==> src/rtl/tlc_pkg.sv <==
package tlc_pkg;
  typedef enum logic [2:0] {
    PH_ALLRED   = 3'd0,
    PH_NSGREEN  = 3'd1,
    PH_NSYELLOW = 3'd2,
    PH_EWGREEN  = 3'd3,
    PH_EWYELLOW = 3'd4
  } phase_t;

  // control -> datapath strobes
  typedef struct packed {
    logic restart;  // phase changes this cycle: clear tick prescaler and phase timer
    logic nsOpen;   // north-south shows green or yellow
    logic ewOpen;   // east-west shows green or yellow
  } strobe_t;

  localparam logic [2:0] LAMP_R = 3'b100;
  localparam logic [2:0] LAMP_Y = 3'b010;
  localparam logic [2:0] LAMP_G = 3'b001;
endpackage

==> src/rtl/tlc_datapath.sv <==
module tlc_datapath
  import tlc_pkg::*;
#(
  parameter int CLKS_PER_TICK = 125_000_000,
  parameter int TIME_W        = 6,
  parameter int IDLE_TICKS    = 16
) (
  input  logic              clk,
  input  logic              rstN,
  input  strobe_t           strb,
  input  logic [1:0]        pedBtn,    // [0] north-south, [1] east-west
  input  logic [1:0]        vehSense,
  output logic              tick,
  output logic [TIME_W-1:0] elapsed,
  output logic [1:0]        pedReq,
  output logic [1:0]        vehReq,
  output logic [1:0]        idleMet
);
  localparam int PRE_W = (CLKS_PER_TICK > 1) ? $clog2(CLKS_PER_TICK) : 1;
  localparam logic [PRE_W-1:0] PRE_LAST = PRE_W'(CLKS_PER_TICK - 1);
  localparam int IDLE_W = $clog2(IDLE_TICKS + 1);
  localparam logic [IDLE_W-1:0] IDLE_MAX = IDLE_W'(IDLE_TICKS);

  logic [PRE_W-1:0] preCnt;
  logic [1:0] roadOpen;

  assign tick = (preCnt == PRE_LAST);
  assign roadOpen = {strb.ewOpen, strb.nsOpen};

  // tick prescaler, realigned at each phase change
  always_ff @(posedge clk or negedge rstN) begin
    if (!rstN)                    preCnt <= '0;
    else if (strb.restart || tick) preCnt <= '0;
    else                          preCnt <= preCnt + 1'b1;
  end

  // ticks spent in the current phase, saturating
  always_ff @(posedge clk or negedge rstN) begin
    if (!rstN)                         elapsed <= '0;
    else if (strb.restart)             elapsed <= '0;
    else if (tick && (elapsed != '1))  elapsed <= elapsed + 1'b1;
  end


  elapsed_hold_chk: assert property (@(posedge clk) disable iff (!rstN)
    (!tick && !strb.restart) |=> $stable(elapsed));

  for (genvar r = 0; r < 2; r++) begin : gRoad
    logic [IDLE_W-1:0] idleCnt;
    logic pedL, vehL;

    always_ff @(posedge clk or negedge rstN) begin
      if (!rstN)                               idleCnt <= '0;
      else if (vehSense[r])                    idleCnt <= '0;
      else if (tick && (idleCnt != IDLE_MAX))  idleCnt <= idleCnt + 1'b1;
    end

    always_ff @(posedge clk or negedge rstN) begin
      if (!rstN) begin
        pedL <= 1'b0;
        vehL <= 1'b0;
      end else if (roadOpen[r]) begin
        pedL <= 1'b0;
        vehL <= 1'b0;
      end else begin
        pedL <= pedL | pedBtn[r];
        vehL <= vehL | vehSense[r];
      end
    end

    assign idleMet[r] = (idleCnt == IDLE_MAX);
    assign pedReq[r]  = pedL;
    assign vehReq[r]  = vehL;


    open_clears_chk: assert property (@(posedge clk) disable iff (!rstN)
      roadOpen[r] |=> (!pedL && !vehL));

    idle_restart_chk: assert property (@(posedge clk) disable iff (!rstN)
      vehSense[r] |=> !idleMet[r]);
  end
endmodule

==> src/rtl/tlc_control.sv <==
module tlc_control
  import tlc_pkg::*;
#(
  parameter int TIME_W             = 6,
  parameter int GREEN_TICKS        = 55,
  parameter int YELLOW_TICKS       = 5,
  parameter int RESET_RED_TICKS    = 1,
  parameter bit LEFT_ARROW         = 1'b1,
  parameter int ARROW_GREEN_TICKS  = 10,
  parameter int ARROW_YELLOW_TICKS = 5
) (
  input  logic              clk,
  input  logic              rstN,
  input  logic              tick,
  input  logic [TIME_W-1:0] elapsed,
  input  logic [1:0]        pedReq,
  input  logic [1:0]        vehReq,
  input  logic [1:0]        idleMet,
  output strobe_t           strb,
  output logic [2:0]        nsLamp,
  output logic [2:0]        ewLamp,
  output logic [2:0]        northArrow,
  output logic [2:0]        southArrow
);
  localparam logic [TIME_W-1:0] G_LAST  = TIME_W'(GREEN_TICKS - 1);
  localparam logic [TIME_W-1:0] Y_LAST  = TIME_W'(YELLOW_TICKS - 1);
  localparam logic [TIME_W-1:0] RR_LAST = TIME_W'(RESET_RED_TICKS - 1);

  phase_t phase, nextPhase;
  logic nsTimeout, ewTimeout, nsCut, ewCut, fullGreen;

  assign nsTimeout = tick && (elapsed == G_LAST);
  assign ewTimeout = nsTimeout;
  assign nsCut = pedReq[1] | (vehReq[1] & idleMet[0]);
  assign ewCut = pedReq[0] | (vehReq[0] & idleMet[1]);

  always_comb begin
    nextPhase = phase;
    case (phase)
      PH_ALLRED:   if (tick && (elapsed == RR_LAST)) nextPhase = PH_NSGREEN;
      PH_NSGREEN:  if (nsTimeout || nsCut)           nextPhase = PH_NSYELLOW;
      PH_NSYELLOW: if (tick && (elapsed == Y_LAST))  nextPhase = PH_EWGREEN;
      PH_EWGREEN:  if (ewTimeout || ewCut)           nextPhase = PH_EWYELLOW;
      PH_EWYELLOW: if (tick && (elapsed == Y_LAST))  nextPhase = PH_NSGREEN;
      default:                                       nextPhase = PH_ALLRED;
    endcase
  end

  always_ff @(posedge clk or negedge rstN) begin
    if (!rstN) begin
      phase     <= PH_ALLRED;
      fullGreen <= 1'b0;
    end else begin
      phase <= nextPhase;
      if (phase == PH_NSGREEN && nextPhase != phase) fullGreen <= nsTimeout;
    end
  end

  assign strb.restart = (nextPhase != phase);
  assign strb.nsOpen  = (phase == PH_NSGREEN) || (phase == PH_NSYELLOW);
  assign strb.ewOpen  = (phase == PH_EWGREEN) || (phase == PH_EWYELLOW);

  always_comb begin
    nsLamp = LAMP_R;
    ewLamp = LAMP_R;
    case (phase)
      PH_NSGREEN:  nsLamp = LAMP_G;
      PH_NSYELLOW: nsLamp = LAMP_Y;
      PH_EWGREEN:  ewLamp = LAMP_G;
      PH_EWYELLOW: ewLamp = LAMP_Y;
      default: ;
    endcase
  end

  if (LEFT_ARROW) begin : gArrow
    localparam logic [TIME_W-1:0] AG_END = TIME_W'(ARROW_GREEN_TICKS);
    localparam logic [TIME_W-1:0] AY_END = TIME_W'(ARROW_GREEN_TICKS + ARROW_YELLOW_TICKS);
    localparam logic [TIME_W-1:0] SG_BEG = TIME_W'(GREEN_TICKS - ARROW_GREEN_TICKS);
    localparam logic [TIME_W-1:0] SY_END = TIME_W'(ARROW_YELLOW_TICKS);
    always_comb begin
      northArrow = LAMP_R;
      southArrow = LAMP_R;
      if (phase == PH_NSGREEN) begin
        if (elapsed < AG_END)      northArrow = LAMP_G;
        else if (elapsed < AY_END) northArrow = LAMP_Y;
        if (elapsed >= SG_BEG)     southArrow = LAMP_G;
      end else if (phase == PH_NSYELLOW && fullGreen && elapsed < SY_END) begin
        southArrow = LAMP_Y;
      end
    end

    arrow_onehot_chk: assert property (@(posedge clk) disable iff (!rstN)
      $onehot(northArrow) && $onehot(southArrow));
  end else begin : gNoArrow
    assign northArrow = '0;
    assign southArrow = '0;
  end


  ns_green_exit_chk: assert property (@(posedge clk) disable iff (!rstN)
    (nsLamp == LAMP_G) |=> (nsLamp == LAMP_G || nsLamp == LAMP_Y));

  ew_green_exit_chk: assert property (@(posedge clk) disable iff (!rstN)
    (ewLamp == LAMP_G) |=> (ewLamp == LAMP_G || ewLamp == LAMP_Y));

  ew_entry_chk: assert property (@(posedge clk) disable iff (!rstN)
    $rose(ewLamp[0]) |-> $past(nsLamp[1]));

  ns_ped_cut_chk: assert property (@(posedge clk) disable iff (!rstN)
    (phase == PH_NSGREEN && pedReq[1]) |=> (phase == PH_NSYELLOW));

  yellow_hold_chk: assert property (@(posedge clk) disable iff (!rstN)
    (phase == PH_NSYELLOW && !(tick && elapsed == Y_LAST)) |=> (phase == PH_NSYELLOW));
endmodule

==> src/rtl/actuated_signal_ctrl.sv <==
module actuated_signal_ctrl
  import tlc_pkg::*;
#(
  parameter int CLKS_PER_TICK      = 125_000_000,
  parameter int GREEN_TICKS        = 55,
  parameter int YELLOW_TICKS       = 5,
  parameter int RESET_RED_TICKS    = 1,
  parameter int IDLE_TICKS         = 16,
  parameter bit LEFT_ARROW         = 1'b1,
  parameter int ARROW_GREEN_TICKS  = 10,
  parameter int ARROW_YELLOW_TICKS = 5
) (
  input  logic       clk,
  input  logic       rstN,
  input  logic       nsPedBtn,
  input  logic       ewPedBtn,
  input  logic       nsVehSense,
  input  logic       ewVehSense,
  output logic [2:0] nsLamp,
  output logic [2:0] ewLamp,
  output logic [2:0] northArrow,
  output logic [2:0] southArrow
);
  localparam int MAX_T  = (GREEN_TICKS > RESET_RED_TICKS) ? GREEN_TICKS : RESET_RED_TICKS;
  localparam int TIME_W = $clog2(MAX_T + 1);

  strobe_t strb;
  logic tick;
  logic [TIME_W-1:0] elapsed;
  logic [1:0] pedReq, vehReq, idleMet;

  tlc_datapath #(
    .CLKS_PER_TICK(CLKS_PER_TICK), .TIME_W(TIME_W), .IDLE_TICKS(IDLE_TICKS)
  ) uDp (
    .clk(clk), .rstN(rstN), .strb(strb),
    .pedBtn({ewPedBtn, nsPedBtn}), .vehSense({ewVehSense, nsVehSense}),
    .tick(tick), .elapsed(elapsed), .pedReq(pedReq), .vehReq(vehReq), .idleMet(idleMet)
  );

  tlc_control #(
    .TIME_W(TIME_W), .GREEN_TICKS(GREEN_TICKS), .YELLOW_TICKS(YELLOW_TICKS),
    .RESET_RED_TICKS(RESET_RED_TICKS), .LEFT_ARROW(LEFT_ARROW),
    .ARROW_GREEN_TICKS(ARROW_GREEN_TICKS), .ARROW_YELLOW_TICKS(ARROW_YELLOW_TICKS)
  ) uCtl (
    .clk(clk), .rstN(rstN), .tick(tick), .elapsed(elapsed),
    .pedReq(pedReq), .vehReq(vehReq), .idleMet(idleMet), .strb(strb),
    .nsLamp(nsLamp), .ewLamp(ewLamp), .northArrow(northArrow), .southArrow(southArrow)
  );
endmodule

==> config.mk <==
export PLATFORM = sky130hd
export DESIGN_NAME = actuated_signal_ctrl
export DESIGN_NICKNAME = d
export VERILOG_FILES = /design/src/rtl/tlc_pkg.sv /design/src/rtl/tlc_datapath.sv /design/src/rtl/tlc_control.sv /design/src/rtl/actuated_signal_ctrl.sv
export SDC_FILE = /design/constraint.sdc
export NUM_CORES = 1
export LEC_CHECK = 0
export ABC_AREA = 1
export BUFFER_PORTS_ARGS = -buffer_cell sky130_fd_sc_hd__buf_2
export CAP_MARGIN = 20
export CORE_ASPECT_RATIO = 1.4
export CORE_MARGIN = 8
export CORE_UTILIZATION = 50
export DETAILED_ROUTE_END_ITERATION = 12
export GPL_ROUTABILITY_DRIVEN = 1
export HOLD_SLACK_MARGIN = 0.03
export PLACE_DENSITY = 0.67
export SLEW_MARGIN = 5
export SYNTH_ARGS = -nofsm -noshare
export SYNTH_HDL_FRONTEND = slang
export SYNTH_SLANG_ARGS = --single-unit
==> constraint.sdc <==
create_clock -name clk -period 3.1 [get_ports clk]
set_clock_uncertainty 0.05 [all_clocks]
set_input_delay 0.465 -clock clk [delete_from_list [all_inputs] [get_ports clk]]
set_output_delay 0.465 -clock clk [all_outputs]
set_load 0.02 [all_outputs]
======== Word-level counts from Yosys, hierarchy flattened ========
Index checks and enable logic that the tools add are counted.
W data, S select, Z words.
operators by class
  $add $sub $neg .......................... 4
  $lt $le $gt $ge ......................... 4
  equality and inequality tests ........... 13
  mux-type cells .......................... 25
  bitwise operators ....................... 8
  reduce and logical (&&, ||, !) cells .... 19
operators by type and width
  operator                 number
  $mux W3                  11
  $add A27 B1 Y27 const B  1
  $eq A27 B27 Y1 const B   1
  $mux W27                 1
  $mux W5                  4
  $pmux W3 S5              1
  $lt A6 B4 Y1 const B     2
  $mux W6                  2
  $pmux W3 S2              2
  $add A5 B1 Y5 const B    2
  $eq A5 B5 Y1 const B     2
  $ne A5 B5 Y1 const B     2
  $logic_and A1 B1 Y1      9
  $add A6 B1 Y6 const B    1
  $eq A3 B2 Y1 const B     2
  $eq A6 B3 Y1 const B     1
  $eq A6 B6 Y1 const B     1
  $ge A6 B6 Y1 const B     1
  $logic_not A6 Y1         1
  $lt A6 B3 Y1 const B     1
  $ne A6 B6 Y1 const B     1
  $or A1 B1 Y1             6
  $reduce_bool A2 Y1       3
  $logic_or A1 B1 Y1       5
  6 further kinds          10
storage, ports and cells
  bits in registers ....................... 51
  output and inout bits ................... 12
  logic and storage cells ................. 83

======== Longest topological paths before layout ========
Gate-level depths: netlist (run 1).
  depth in word-level cells ............... 9
  depth in mapped cells ................... 14

======== Cells and area by module ========
From an unflattened synthesis (run 1), not the netlist that was laid out.
unflattened totals
  cells, all modules ...................... 495
  area total of the unflattened synthesis .. 3357.0 sq um
by module, submodules not included
  module        times used  cells each  area an instance (sq um)  seq. area each (sq um)
  tlc_datapath  1           417         2912.8                    1176.1
  tlc_control   1           78          444.2                     100.1

======== Least setup slack after synthesis (run 1) ========
OpenSTA, ideal clock, no wires.
  kind .................................... reg-to-output
  start point ............................. reg uCtl.phase[2]
  end point ............................... out southArrow[2]
  arrival time ............................ 2.683 ns
  required time ........................... 2.585 ns
  slack ................................... -0.098 ns
  stages on the path, launching flop included .. 6
  path through ............................ dfrtp_1 nor3_1 inv_1 a2111oi_0 or2_2 inv_1
on the way
  word-level cells in the longest chain between the ends .. 5
ends and longest elaborated chain
  what                              RTL line                    RTL
  from (decl)                       tlc_control.sv:29           phase_t phase, nextPhase;
  from (signal assigned)            tlc_control.sv:54           phase <= nextPhase;
  $eq A3 B2 Y1                      tlc_control.sv:87           end else if (phase == PH_NSYELLOW && fullGreen && elapsed < SY_END) begin
  $logic_and A1 B1 Y1 (2 in a row)  tlc_control.sv:87
  $mux W3                           tlc_control.sv:87
  $mux W3 (*)                       tlc_control.sv:83           if (phase == PH_NSGREEN) begin
  to (decl)                         actuated_signal_ctrl.sv:22  output logic [2:0] southArrow
Mark *: on every way between the ends. The rest lies on a longest branch, timed or not.

======== Worst setup path in the final report (run 1) ========
  start point ............................. reg uDp.elapsed[0]
  end point ............................... out southArrow[2]
on the way
  word-level cells in the longest chain between the ends .. 4
ends and longest elaborated chain
  what                    RTL line            RTL
  from (decl)             tlc_datapath.sv:14  output logic [TIME_W-1:0] elapsed,
  from (signal assigned)  tlc_datapath.sv:41  else if (tick && (elapsed != '1)) elapsed <= elapsed + 1'b1;
  $lt A6 B3 Y1            tlc_control.sv:87
  $logic_and A1 B1 Y1     tlc_control.sv:87
  $mux W3                 tlc_control.sv:87
  $mux W3 (*)             tlc_control.sv:83
Marked as above.

==> run metrics, run 1 <==
status=finished, final reports clean; # DRC=0; crit path cell chain=inv_1 > ha_1 > inv_1 > a2111oi_1 > or2_2 > inv_1 > buf_2; Syn-to-layout area delta=8.84%; actual slew at the worst max-slew pin=between 0.8 and 0.9 ns; cell family with most CP delay=compound AO/OA/AOI/OAI gates; setup bufs post-CTS=0; hpwl dp=5030 um; clock buffer depth=2; Net Count, Synth=approximately 410; Crit Path Category=reg -> out; ranking of synthesized cells by area=dfrtp_1 (42%), nor2_1 (8.3%), nand2_1 (7.8%); Post-synth EDFFs=0; # IOs=18; max_slew headroom=0.407; TNS Setup=0 ns; Setup crit start kind=register; drt first-iter violations=95; largest net degree at the start of global routing=between 40 and 50; async set or reset register ratio after synthesis=1.00; Synth Warn #=0; Achievable Freq=~400 MHz; top cell type's share of synthesized area=0.415; most used cell along the critical path=inv_1; # resized after CTS=0; max-cap violations=0; Final Setup Violations=0; die span in y=around 110 um; initial antenna violation count=0; Gate Count Post-Synth=between 300 and 400; later-pin clock latency in the skew report=0.31 ns; crit share post-route=0.812; Starting Density=0.505; Top FF cell, synth=dfrtp_1; fin crit period=2.52 ns; register area share after synthesis=0.415; CORE AREA=between 6000 and 7000 um^2; layout cells sized above 1=0.153; 1st-pass router iterations=4; post-synthesis cell area=a little over 3000 um^2; RSZ-0062 raised after global routing=no; die width=slightly above 80 um; Non-Filler Instances=485; commonest cells in the netlist=nor2_1 (68), nand2_1 (64), dfrtp_1 (51); Critical Path RT=approximately 2.6 ns; first-pass GRT wire length=about 12000 um; Placer Congestion=a little over 0.8; max incr delay on CP=roughly 0.51 ns; GRT Util Overall=0.162; vias per inst=between 5 and 6; die area=roughly 8900 um^2; H-tree levels=2; Root Buffer=clkbuf_8; WP data arrival=around 2.0 ns; Inserted Clock Buffers=5; number of global-route vias before repair=2620; type of the most critical hold path=in -> async; Final Hold Viols=0; Worst Setup End Kind=output port; Antenna Cells=0; count of hold-fix buffers inserted at cts=0; Final ANT Viol Nets=0; Synth Area per Inst=~8 um^2; nets=428; worst path bufs/invs=4; GRT overflow=0; CTS tree=built; total routed wirelength=between 6000 and 7000 um; peak supply drop=~220 uV; most frequent cell after synthesis=nor2_1; post-synthesis cell type count=35; Tot Pwr=between 1000 and 1500 uW; power density cells=358 nW/um^2; Pleak=approximately 0.0015 uW; vias=2517; final number of max-transition violations=0; PortBufs=17; Critical-path top delay cell=a2111oi_1; clock sink total=51; # rows=34; Final Util=0.550; Clock Pin Slew Worst Setup and Hold Paths=~0.11 ns; Placed Cells=~480; crit path max fanout=5; post-synth top area cell=dfrtp_1; Yosys reg bits=51; Routed WL per cell=13.7 um
-- routing by layer --
layer	routed length, um	vias to the layer above	track usage
met1	2810	1188	0.184
met4	222	0	0.0743
met2	3440	37	0.282
li1	-	1273	-
met5	0	-	0
met3	153	19	0.0289
-- power breakdown --
| group | switching (uW) | leakage [uW] | internal, uW |
|---|---|---|---|
| clock | 232 | 0.0000581 | 241 |
| sequential | 6.87 | 0.000673 | 673 |
| combinational | 30.4 | 0.000802 | 13.6 |
| total | 270 | 0.00153 | 927 |
-- path summary, 6_finish.rpt --
kind                                startpoint                      end  slack (ns)  depth (start not counted)
worst max-delay path            uDp.elapsed[0]            southArrow[2]        0.58                          7
worst min-delay path                      rstN           uDp.preCnt[25]        0.22                          1
worst max register to register   uDp.preCnt[0]            uDp.preCnt[1]        0.73                         12
worst min register to register   uDp.preCnt[0]            uDp.preCnt[0]        0.47                          1
max in group asynchronous                 rstN  uDp.gRoad[0].idleCnt[1]        2.13                          2
min in group clk                    ewVehSense  uDp.gRoad[1].idleCnt[3]        0.28                          2
-- cell families after synthesis --
logic type / Yosys count / synth area share
buffers and inverters: 62 / 0.0815
adder cells (fa/ha/maj): 10 / 0.0407
XOR/XNOR: 32 / 0.0912
AO/OA/AOI/OAI: 23 / 0.0468
AND/OR/NAND/NOR: 211 / 0.321
multiplexers: 1 / 0.00326
flip-flops: 51 / 0.415
-- cell usage in the layout, fill, tap and decap left out, types with 2 or more instances in the layout --
cell type  netlist  routed
a21oi_1          4       4
buf_2            2      17
buf_4            0       2
clkbuf_8         0       5
dfrtp_1         51      51
ha_1            10      10
inv_1           49      49
inv_2            9       9
nand2_1         64      64
nand2_2          2       2
nand3_1         26      26
nand3_2          2       2
nand4_1         13      13
nor2_1          68      68
nor2_2          15      15
nor2_4           2       2
nor3_1           8       8
nor3_2           3       3
nor4_1           3       3
o21ai_0          9       9
o21bai_1         2       2
o31ai_1          2       2
xnor2_1          9       9
xor2_1          23      23
-- final cells by class --
cell class	count	area, um^2
fill	581	2740
multi-input combinational	277	1550
timing repair buffer	19	100
clock inverter	3	43.8
inverter	58	218
sequential	51	1280
clock buffer	5	68.8
tap	72	90.1
-- registers in the layout, indices dropped and copies added (netlist names) --
register / cells
uCtl.phase: 3
uDp.gRoad.vehL: 2
uDp.elapsed: 6
uDp.gRoad.idleCnt: 10
uCtl.fullGreen: 1
uDp.preCnt: 27
uDp.gRoad.pedL: 2
-- metrics by stage --
stage	hold slack, ns	instance area (um^2)	setup slack, ns
floorplan	0.119	3070	0.200
global placement	0.433	3230	0.894
detailed placement	0.456	3230	0.801
CTS	0.244	3340	0.583
global route	0.276	3340	0.524
finish	0.218	3340	0.584
Note: power is estimated with default switching activity, not from simulation.
==> inputs of run 2 (changes only) <==
clock period = 2.62 ns   (was 3.1 ns; I/O delays follow)
==> run 2 against run 1 <==
Net effect: sequential cell count stayed put; clock-buffer cell count is 1 higher; clock power is 3% higher; critical path type unchanged.
==> run metrics, run 2 (synthesis gave the netlist of run 1 again) <==
initial antenna violation count=0; number of global-route vias before repair=roughly 2500; GRT overflow=0; Switching Fraction=0.233; actual slew at the worst max-slew pin=0.683 ns; GRT Util Overall=0.158; most common cell after layout, fill and taps aside=nor2_1; Routed WL per cell=13.2 um; type of the most critical hold path=in -> async; status=finished, final reports clean; Final Setup Violations=0; Syn-to-layout area delta=8.55%; peak supply drop=~220 uV; power density cells=approximately 400 nW/um^2; PortBufs=17; max-cap violations=0; Final ANT Viol Nets=0; hpwl dp=about 5000 um; Setup crit start kind=register; P_int=1030 uW; Clock Pin Slew Worst Setup and Hold Paths=0.09 ns; Inserted Clock Buffers=5; H-tree levels=2; most frequent cells in the layout=nor2_1 (68), nand2_1 (64), dfrtp_1 (51), inv_1 (49), nand3_1 (26); # rows=34; Placer Congestion=around 0.87; layout cells sized above 1=0.155; RSZ-0062 raised after global routing=no; Critical Path RT=2.18 ns; Placed Cells=about 480; Worst Setup End Kind=output port; Pleak=between 0.0015 and 0.002 uW; # resized after CTS=0; vias per inst=5.13; max_slew headroom=0.538; 1st-pass router iterations=4; # DRC=0; Non-Filler Instances=about 490; # IOs=18; P_sw=around 310 uW; Achievable Freq=432 MHz; Root Buffer=clkbuf_8; clock buffer depth=2; Reg power frac=0.600; crit share post-route=0.884; clock sink total=51; Fin Hold WS=0.141 ns; max reg flops=27; largest net degree at the start of global routing=52; Crit Path Category=reg -> out; clock share of power=0.362; WP data arrival=about 1.9 ns; die width=approximately 82 um; nets=approximately 430; Starting Density=0.505; die span in y=109 um; vias=approximately 2500; count of hold-fix buffers inserted at cts=0; TNS Setup=0 ns; setup bufs post-CTS=0; total routed wirelength=around 6400 um; Tot Pwr=1340 uW; Top reg by flops=uDp.preCnt; CORE AREA=approximately 6100 um^2; final number of max-transition violations=0; crit path max fanout=5; CTS tree=built; drt first-iter violations=between 100 and 150; later-pin clock latency in the skew report=0.31 ns; combinational share of power=0.038; fin crit period=between 2 and 2.5 ns; first-pass GRT wire length=about 11000 um; Antenna Cells=0; Final Hold Viols=0; Largest regs=uDp.preCnt (27), uDp.gRoad.idleCnt (10), uDp.elapsed (6); Final Util=0.548; die area=8940 um^2
## run 2: cell count changes in the layout (fill, tap and decap cells not counted), sizes merged
| cell | delta |
|---|---|
| bufinv | -1 |
| clkinv | -1 |
| clkinvlp | +1 |
| clkbuf | +1 |
## run 2: layout make-up
type                       count  area, um^2
inverter                      58         218
multi-input combinational    277        1550
timing repair buffer          19         100
sequential                    51        1280
fill                         585        2750
tap                           72        90.1
clock buffer                   6        82.6
clock inverter                 2        16.3
## run 2: power by group through the flow
stage	Clock [uW]	Combinational [uW]	Sequential, uW
floorplan	0	25.0	818
global placement	0	51.3	819
detailed placement	0	52.4	820
CTS	503	52.5	804
global route	533	60.8	805
finish	485	50.8	804
## run 2: worst paths after layout
| path | slack [ns] | start | cells past startpoint | to |
|---|---|---|---|---|
| min in group clk | 0.20 | ewVehSense | 2 | uDp.gRoad[1].idleCnt[3] |
| max in group asynchronous | 1.96 | rstN | 2 | uDp.elapsed[1] |
| worst max-delay path | 0.30 | uDp.elapsed[0] | 7 | southArrow[2] |
| worst min register to register | 0.47 | uDp.gRoad[1].pedL | 2 | uDp.gRoad[1].pedL |
| worst max register to register | 0.35 | uDp.preCnt[0] | 12 | uDp.preCnt[23] |
| worst min-delay path | 0.14 | rstN | 2 | uDp.preCnt[19] |
## run 2: metrics by stage
step	worst slack, ns	instance area, um^2
after floorplan	0.122	3080
after global placement	0.437	3240
after detailed placement	0.339	3240
after CTS	0.282	3330
after global routing	0.130	3330
final	0.304	3330
## run 2: routing by layer
metal | wire (um) | track usage | vias up
met5 | 0 | 0 | -
met4 | 201 | 0.0730 | 0
met3 | 176 | 0.0322 | 15
met2 | 3270 | 0.278 | 39
met1 | 2740 | 0.175 | 1155
li1 | - | - | 1277
## run 2: critical path, stage by stage, from the launching register on
cell and delay [ns]:
dfrtp_1 0.44, inv_1 0.16, ha_1 0.17, inv_1 0.06
a2111oi_2 0.40, or2_2 0.17, inv_1 0.03, buf_2 0.15
==> inputs of run 3 (changes only) <==
ABC_AREA = unset   (was 1)
CTS_BUF_LIST = sky130_fd_sc_hd__clkbuf_4   (was unset)
==> run 3 against run 2 <==
Net effect: non-clock buffer count increased by 6; synthesized cell count shrank 22%; sequential power shrank 2%; sequential share of layout area grew 2.3 points; design area down 5.7%; critical endpoint is now uDp.preCnt[16]; largest cell class unchanged.
==> run metrics, run 3 <==
Top FF cell, synth=dfrtp_1; Final Setup Violations=0; commonest cells in the netlist=dfrtp_1 (51), nor2_1 (39), nor3_1 (20), xnor2_1 (20); WP data arrival=2.57 ns; Routed WL per cell=~15 um; compound-cell area share of the yosys netlist=0.0850; count of hold-fix buffers inserted at cts=0; top cell type's share of synthesized area=0.445; power density cells=approximately 430 nW/um^2; post-synthesis mux area share=0.0140; Gate Count Post-Synth=approximately 300; drt first-iter violations=roughly 140; most frequent cells in the layout=dfrtp_1 (51), nor2_1 (39), nor3_1 (20), xnor2_1 (20); top routing layer in use=met4; met2 WL post-DR=2900 um; Net Count, Synth=319; Syn-to-layout area delta=9.64%; later-pin clock latency in the skew report=0.37 ns; die width=between 80 and 90 um; CORE AREA=between 5000 and 6000 um^2; Critical Path RT=about 2.8 ns; Setup crit start kind=register; clock sink total=51; largest net degree at the start of global routing=39; # DRC=0; Root Buffer=clkbuf_4; Final Hold Viols=0; peak supply drop=308 uV; most frequent cell after synthesis=dfrtp_1; vias=2208; largest family of logic cells by synthesized area=simple AND/OR/NAND/NOR gates; number of global-route vias before repair=2169; fin crit period=~2.4 ns; RSZ-0062 raised after global routing=no; setup bufs post-CTS=0; Switching Fraction=0.203; die area=between 8000 and 9000 um^2; Yosys reg bits=between 50 and 60; Worst Setup End Kind=register; nets=around 340; ranking of synthesized cells by area=dfrtp_1 (44%), xnor2_1 (6.1%), nor2_1 (5.1%); TNS Setup=0 ns; Synth Area in Simple Gates=0.269; max-cap violations=0; first-pass GRT wire length=between 10000 and 15000 um; 1st-pass router iterations=4; Layout fillers=a little under 500; post-synthesis cell type count=46; # IOs=18; crit share post-route=0.908; Synth Warn #=0; initial antenna violation count=0; crit path max fanout=17; Placer Congestion=a little under 0.8; max_slew headroom=0.423; post-synth top area cell=dfrtp_1; Crit Path Category=reg -> reg; PortBufs=17; most common cell after layout, fill and taps aside=dfrtp_1; post-synthesis cell area=about 2900 um^2; die span in y=approximately 110 um; met3 routed WL=252 um; CTS tree=built; XOR/XNOR Fraction of Synth Area=0.101; async set or reset register ratio after synthesis=1.00; combinational share of power=0.017; Clock Pin Slew Worst Setup and Hold Paths=0.16 ns; clock buffer depth=2; Synth Area in Adders=0.0436; actual slew at the worst max-slew pin=between 0.8 and 0.9 ns; Starting Density=0.519; Synth Area per Inst=9.47 um^2; Largest regs=uDp.preCnt (27), uDp.gRoad.idleCnt (10), uDp.elapsed (6); Tot Pwr=around 1400 uW; status=finished, final reports clean; Achievable Freq=around 420 MHz; H-tree levels=2; Final ANT Viol Nets=0; Post-synth EDFFs=0; max reg flops=27; met1 wire length=about 2700 um; Inserted Clock Buffers=5; final number of max-transition violations=0; Reg power frac=0.576; layout cells sized above 1=0.130; Antenna Cells=0; Pleak=0.00140 uW; clock share of power=0.406; hpwl dp=around 4300 um; type of the most critical hold path=in -> async; register area share after synthesis=0.445; GRT Util Overall=0.148; # rows=32; P_int=about 1100 uW; total routed wirelength=around 5900 um; GRT overflow=0; Top reg by flops=uDp.preCnt; # resized after CTS=0; vias per inst=roughly 5.6; P_sw=277 uW
run 3: cell families after synthesis:
group	count (synthesis)
xor gates and xnor gates	33
buffers and inverters	29
AOI/OAI and AO/OA	34
adders and majority gates	10
muxes	4
DFF	51
and+or+nand+nor	142
run 3: metrics by stage:
stage | cell area, um^2 | utilization | cells | setup WS (ns) | hold slack [ns]
2_1_floorplan | 2870 | - | 303 | 0.403 | 0.0474
6_report | 3150 | 0.569 | 392 | 0.241 | 0.0590
5_1_grt | 3150 | 0.569 | 392 | 0.00660 | 0.0968
3_3_place_gp | 3040 | 0.550 | 384 | 0.308 | 0.419
4_1_cts | 3150 | 0.569 | 392 | 0.202 | 0.0814
3_5_place_dp | 3040 | 0.550 | 384 | 0.233 | 0.432
run 3: area by class of cell:
| cell class | instances | area, um^2 | area share |
|---|---|---|---|
| Multi-Input combinational cell | 223 | 1470 | 0.467 |
| Sequential cell | 51 | 1280 | 0.406 |
| Timing Repair Buffer | 25 | 145 | 0.0461 |
| Tap cell | 68 | 85.1 | 0.0270 |
| Clock inverter | 3 | 67.6 | 0.0215 |
| Inverter | 17 | 63.8 | 0.0203 |
| Clock buffer | 5 | 37.5 | 0.0119 |
run 3: worst paths after layout:
check	startpoint	to	slack (ns)	depth (start not counted)
max in group asynchronous	rstN	uDp.preCnt[7]	1.78	2
worst max register to register	uDp.gRoad[1].idleCnt[0]	uDp.preCnt[16]	0.24	7
min in group clk	ewPedBtn	uDp.gRoad[1].pedL	0.16	2
worst max-delay path	uDp.gRoad[1].idleCnt[0]	uDp.preCnt[16]	0.24	7
worst min-delay path	rstN	uDp.elapsed[0]	0.06	1
worst min register to register	uDp.preCnt[0]	uDp.preCnt[0]	0.45	1
run 3: critical path, cell delays in order, from the launching register on:
cell and delay (ns):
dfrtp_1 0.41, inv_1 0.11, ha_1 0.16, nand4bb_1 0.15
o21ba_2 0.26, a22o_1 0.30, o211ai_2 0.67, nor2_1 0.12
run 3: layer usage:
layer	up-vias	GRT usage
met5	-	0
met4	0	0.0431
met3	6	0.0340
met2	33	0.248
met1	1063	0.182
li1	1106	-
run 3: power groups by stage:
stage / logic (uW) / registers [uW] / clock network, uW
after floorplan: 0.0724 / 802 / 0
after global placement: 24.8 / 802 / 0
after detailed placement: 25.3 / 802 / 0
after CTS: 25.3 / 787 / 569
after global routing: 28.2 / 788 / 608
final: 23.8 / 787 / 555
